[config.mk]
export PLATFORM = sky130hd
export DESIGN_NAME = lvl_irq_engine
export DESIGN_NICKNAME = d
export VERILOG_FILES = /design/src/rtl/lvl_irq_engine.sv
export SDC_FILE = /design/constraint.sdc
export NUM_CORES = 2
export LEC_CHECK = 0
export BUFFER_PORTS_ARGS = -buffer_cell sky130_fd_sc_hd__buf_2
export CORE_MARGIN = 1.5
export CORE_UTILIZATION = 41
export CTS_BUF_LIST = sky130_fd_sc_hd__clkbuf_2 sky130_fd_sc_hd__clkbuf_4 sky130_fd_sc_hd__clkbuf_8
export DETAILED_ROUTE_END_ITERATION = 16
export GPL_TIMING_DRIVEN = 0
export PLACE_DENSITY = 0.61
export SLEW_MARGIN = 20
export SYNTH_ARGS = -nofsm -noshare
export SYNTH_HDL_FRONTEND = slang
export SYNTH_SLANG_ARGS = --single-unit
export TNS_END_PERCENT = 50
[constraint.sdc]
create_clock -name clk -period 7.2 [get_ports clk]
set_clock_uncertainty 0.2 [all_clocks]
set_input_delay 0.72 -clock clk [delete_from_list [all_inputs] [get_ports clk]]
set_output_delay 0.72 -clock clk [all_outputs]
set_load 0.1 [all_outputs]
[src/rtl/lvl_irq_engine.sv]
`timescale 1ns/1ps
module lvl_irq_engine #(
  parameter int NPIN = 24,
  parameter int CW   = 4,
  parameter int VW   = 8,
  parameter int DW   = 8,
  localparam int PW  = $clog2(NPIN)
) (
  input  logic          clk,
  input  logic          rst_n,
  input  logic          req_valid,
  input  logic [1:0]    req_op,
  input  logic [PW-1:0] req_pin,
  output logic          req_err,
  input  logic          wr_valid,
  input  logic [PW-1:0] wr_pin,
  input  logic          wr_mask,
  input  logic          wr_level,
  input  logic [VW-1:0] wr_vec,
  input  logic [2:0]    wr_dmode,
  input  logic          wr_logical,
  input  logic [DW-1:0] wr_dest,
  input  logic          eoi_valid,
  input  logic [VW-1:0] eoi_vec,
  output logic          msg_valid,
  input  logic          msg_ready,
  output logic [PW-1:0] msg_pin,
  output logic [VW-1:0] msg_vec,
  output logic [2:0]    msg_dmode,
  output logic          msg_logical,
  output logic          msg_level,
  output logic [DW-1:0] msg_dest,
  output logic [NPIN-1:0] cnt_err
);
  localparam logic [1:0] OP_ASSERT   = 2'd0;
  localparam logic [1:0] OP_DEASSERT = 2'd1;
  localparam logic [1:0] OP_PULSE    = 2'd2;
  localparam int CMAX = (1 << (CW-1)) - 1;
  localparam int CMIN = -(1 << (CW-1));

  logic signed [CW-1:0] cnt_q [NPIN];
  logic signed [CW-1:0] cnt_n [NPIN];
  logic [VW-1:0] vec_q [NPIN];
  logic [VW-1:0] vec_n [NPIN];
  logic [2:0]    dm_q  [NPIN];
  logic [2:0]    dm_n  [NPIN];
  logic [DW-1:0] dst_q [NPIN];
  logic [DW-1:0] dst_n [NPIN];
  logic [NPIN-1:0] mask_q, mask_n, lvl_q, lvl_n, log_q, log_n;
  logic [NPIN-1:0] rirr_q, rirr_n, pend_q, pend_n;

  logic [PW-1:0] sel;
  logic          ld;
  logic          req_in, req_act, wr_in;
  logic signed [CW-1:0] c_old, c_mid, c_new;
  logic          trig;

  function automatic logic signed [CW-1:0] sat_step(input logic signed [CW-1:0] a,
                                                     input logic up);
    int s;
    s = int'(a) + (up ? 1 : -1);
    if (s > CMAX) s = CMAX;
    if (s < CMIN) s = CMIN;
    return CW'(s);
  endfunction

  assign req_in  = req_valid && (int'(req_pin) < NPIN);
  assign req_act = req_in && (req_op != 2'd3);
  assign wr_in   = wr_valid && (int'(wr_pin) < NPIN);

  always_comb begin
    sel = '0;
    for (int i = NPIN-1; i >= 0; i--)
      if (pend_q[i]) sel = PW'(i);
  end

  assign ld = (|pend_q) && (!msg_valid || msg_ready);

  always_comb begin
    cnt_n  = cnt_q;
    vec_n  = vec_q;
    dm_n   = dm_q;
    dst_n  = dst_q;
    mask_n = mask_q;
    lvl_n  = lvl_q;
    log_n  = log_q;
    rirr_n = rirr_q;
    pend_n = pend_q;
    c_old  = '0;
    c_mid  = '0;
    c_new  = '0;
    trig   = 1'b0;

    if (ld) begin
      pend_n[sel] = 1'b0;
      if (lvl_q[sel]) rirr_n[sel] = 1'b1;
    end

    if (eoi_valid)
      for (int i = 0; i < NPIN; i++)
        if (rirr_n[i] && vec_q[i] == eoi_vec) begin
          rirr_n[i] = 1'b0;
          if (cnt_q[i] > 0 && !mask_q[i]) pend_n[i] = 1'b1;
        end

    if (req_act) begin
      c_old = cnt_q[req_pin];
      c_mid = (req_op == OP_DEASSERT) ? c_old : sat_step(c_old, 1'b1);
      c_new = (req_op == OP_ASSERT)   ? c_mid : sat_step(c_mid, 1'b0);
      trig  = (req_op == OP_ASSERT || req_op == OP_PULSE) && c_old == 0 && c_mid == 1;
      if (trig && !mask_q[req_pin] && !(lvl_q[req_pin] && rirr_n[req_pin]))
        pend_n[req_pin] = 1'b1;
      cnt_n[req_pin] = c_new;
    end

    if (wr_in) begin
      mask_n[wr_pin] = wr_mask;
      lvl_n[wr_pin]  = wr_level;
      log_n[wr_pin]  = wr_logical;
      vec_n[wr_pin]  = wr_vec;
      dm_n[wr_pin]   = wr_dmode;
      dst_n[wr_pin]  = wr_dest;
      pend_n[wr_pin] = !wr_mask && !rirr_n[wr_pin] && cnt_n[wr_pin] > 0;
    end
  end

  always_ff @(posedge clk) begin
    if (!rst_n) begin
      for (int i = 0; i < NPIN; i++) begin
        cnt_q[i] <= '0;
        vec_q[i] <= '0;
        dm_q[i]  <= '0;
        dst_q[i] <= '0;
      end
      mask_q <= '1;
      lvl_q  <= '0;
      log_q  <= '0;
      rirr_q <= '0;
      pend_q <= '0;
    end else begin
      cnt_q  <= cnt_n;
      vec_q  <= vec_n;
      dm_q   <= dm_n;
      dst_q  <= dst_n;
      mask_q <= mask_n;
      lvl_q  <= lvl_n;
      log_q  <= log_n;
      rirr_q <= rirr_n;
      pend_q <= pend_n;
    end
  end

  always_ff @(posedge clk) begin
    if (!rst_n) begin
      msg_valid   <= 1'b0;
      msg_pin     <= '0;
      msg_vec     <= '0;
      msg_dmode   <= '0;
      msg_logical <= 1'b0;
      msg_level   <= 1'b0;
      msg_dest    <= '0;
      req_err     <= 1'b0;
    end else begin
      req_err <= req_valid && !req_in;
      if (ld) begin
        msg_valid   <= 1'b1;
        msg_pin     <= sel;
        msg_vec     <= vec_q[sel];
        msg_dmode   <= dm_q[sel];
        msg_logical <= log_q[sel];
        msg_level   <= lvl_q[sel];
        msg_dest    <= dst_q[sel];
      end else if (msg_ready) begin
        msg_valid <= 1'b0;
      end
    end
  end

  for (genvar g = 0; g < NPIN; g++) begin : g_err
    assign cnt_err[g] = cnt_q[g][CW-1];
  end

endmodule

==> key figures <==
Layout
  • Commonest non-fill, non-tap cell in the layout: nand2_1
  • Footprint of the multi-input gates: 20600 sq um
  • Layout cells sized above 1: 0.100
  • Reg area: 14000 sq um
  • Layout Nets: 5241
  • Area Overhead vs Synth: 13.6%
  • Most frequent cells in the layout: nand2_1, a21oi_1, dfxtp_1
  • Final Cell Area: 41400 sq um
  • Fillers: 9158

GRT
  • Top Usage Layer GRT: met2
  • GR Layer Usage met3: 0.0886
  • Largest net degree at the start of global routing: 17
  • Antenna violations before repair: 10
  • Total gr overflow: 0
  • Grt met1 use: 0.505
  • First-pass GRT wire length: 268000 um
  • Met2 Usage GRT: 0.615
  • Vias in the first global route: 37400
  • GR Util All Layers: 0.412

Yosys
  • Mapped Area: 36400 sq um
  • Number of enable flip-flop cells after synthesis: 0
  • Yosys top cell area share: 0.385
  • Cell taking the most area after synthesis: dfxtp_1
  • Synth area leaders: dfxtp_1, nand2_1, a21oi_1
  • Net Count, Synth: 5014
  • Avg Inst Size Synth: 7.34 sq um
  • Synthesized flop and latch total: 700
  • Post-synth top flop: dfxtp_1
  • Cell variety after synth: 108
  • Synth Warn #: 0
  • Async SR Flop Fraction: 0
  • Instance count of the mapped netlist: 4960
  • Sequential fraction of the synthesis area: 0.385

Floorplanning
  • DIE AREA: 90700 sq um
  • Num rows: 109
  • Chip Width: 301 um
  • Die Y: 301 um
  • Starting Density: 0.413
  • IO Count: 100
  • Core footprint: 88200 sq um

Detailed routing
  • Overall routed net length: 192000 um
  • Vias: 40400
  • Initial DRC Count: 5462
  • Drt wl/cell: 29.7 um
  • 1st-pass router iterations: 9
  • Drt via density: 6.26
  • Remaining antenna violation count: 0
  • # DRC: 0

Power and ir drop
  • Leakage: 0.0134 uW
  • Switching Share: 0.367
  • Clock power share: 0.400
  • Peak VDD IR: 0.268 mV
  • Pwr Density: 254 nW/um^2
  • Logic pwr share: 0.219
  • Cell-internal power: 6660 uW
  • P_sw: 3860 uW
  • Sequential power share: 0.381

CTS
  • Clk slew on worst S/H paths: 0.06 ns
  • Worst skew pair latency: 0.84 ns
  • Clock root cell: clkbuf_8
  • TritonCTS Buffers: 131
  • CTS Buffer Depth: 3
  • Sink Count: 700
  • H-tree levels: 4
  • CTS tree: yes

Worst setup path
  • CP required: 7.74 ns
  • CP Class: input pin to flip-flop
  • Arr. time, crit path: 7.58 ns
  • Worst setup SP type: input pin
  • Worst-path maximum fanout: 10
  • CP endpoint kind: flip-flop
  • Slowest stage delay, CP: 0.50 ns
  • CP max-delay cell: and2_1

Min path
  • Worst hold path type: input pin to flip-flop

Placed design
  • Buffers on Ports: 86
  • Dpl cell area: 38400 sq um
  • GP Congestion: 1.07
  • Hpwl dp: 143000 um

Status
  • Outcome: completed

Timing
  • Slew @ Worst Pin: 1.35 ns
  • Max Fclk: 142 MHz
  • Final period utilization: 0.977
  • Fin Hold WS: 0.0396 ns
  • Worst rel slew slack: 0.0943
  • Fin. Hold Viols: 0
  • Final setup vio count: 0
  • Minimum clock period: 7.04 ns
  • Max-slew violations: 0

Run
  • Max-Cap Viols: 0
metrics by stage:
stage	setup WS, ns	total power, uW	cells	TNS, ns	utilization
after floorplan	0.545	5260	4960	0	-
after global placement	-2.00	6240	6211	-141.74	0.434
after detailed placement	-1.95	6250	6215	-140.71	0.435
after CTS	0.0316	10400	6444	0	0.468
after global routing	-0.00980	10700	6449	-0.0186	0.469
final	0.164	10500	6452	0	0.469
logic make-up (layout without fill, tap and decap cells):
group           Yosys count  after routing  synth area share
mux                      82             82            0.0295
simple gates           2116           2116             0.246
other cells               0              5                 0
xor+xnor                195            195            0.0469
compound gates         1399           1399             0.238
flops                   700            700             0.385
fa+ha+maj                 6              6           0.00206
buf+inv                 462            784            0.0534
final timing paths:
| check | startpoint | to | slack, ns | depth (start not counted) |
|---|---|---|---|---|
| max reg2reg | pend_q[22] | pend_q[22] | 0.18 | 13 |
| min reg2reg | log_q[16] | log_q[16] | 0.25 | 2 |
| max | req_pin[1] | pend_q[9] | 0.16 | 31 |
| min | wr_vec[3] | vec_q[3] | 0.04 | 3 |
cell type report:
type	instances	area share
Multi-Input combinational cell	3798	0.499
Sequential cell	700	0.339
Clock buffer	207	0.0628
Buffer	437	0.0454
Tap cell	1165	0.0352
Timing Repair Buffer	96	0.0125
Clock inverter	21	0.00423
Inverter	23	0.00209
Antenna cell	5	0.000302
power groups by stage:
stage,clock (uW),combinational [uW],sequential [uW]
5_1_grt,4370,2290,4010
6_report,4210,2300,4010
4_1_cts,4190,2170,4000
3_3_place_gp,0,2150,4090
2_1_floorplan,0,947,4320
3_5_place_dp,0,2160,4090
critical path: cells and delay by family:
| family | cells | cell delay (ns) |
|---|---|---|
| adder cells (fa/ha/maj) | 3 | 0.86 |
| AO/OA/AOI/OAI | 10 | 2.24 |
| multiplexers | 2 | 0.35 |
| XOR/XNOR | 1 | 0.21 |
| AND/OR/NAND/NOR | 6 | 1.44 |
| buffers and inverters | 9 | 1.67 |
cells in the mapped netlist (all sizes together), types with 27 or more instances:
master	instances
a2111oi	27
a211oi	77
a21oi	712
a221oi	65
a31oi	63
and2	29
buf	80
clkbuf	359
dfxtp	700
mux2i	60
nand2	1396
nand3	78
nand4	28
nor2	286
nor3	149
nor4	42
o211ai	29
o21ai	203
o22ai	52
o31ai	32
xnor2	98
xor2	97
flip-flops by register name (all words and copies together) (netlist names):
| register | count |
|---|---|
| cnt_err | 24 |
| cnt_q | 72 |
| dm_q | 72 |
| dst_q | 192 |
| log_q | 24 |
| lvl_q | 24 |
| mask_q | 24 |
| msg_dest | 8 |
| msg_dmode | 3 |
| msg_level | 1 |
| msg_logical | 1 |
| msg_pin | 5 |
| msg_valid | 1 |
| msg_vec | 8 |
| pend_q | 24 |
| req_err | 1 |
| rirr_q | 24 |
| vec_q | 192 |
repair_timing:
action,4_1_cts,5_1_grt
gates cloned,0,0
resized for setup,19,12
setup endpoints to repair,94,64
hold endpoints to repair,1,0
hold buffers,1,0
pin swaps,1,7
buffers inserted,1,4
per-layer routing:
metal	vias up	wire length, um
met3	760	18900
met1	19300	72300
met5	-	73
met4	6	18800
met2	2656	81500
li1	17700	-
No activity file was read; power rests on OpenSTA's default activity.
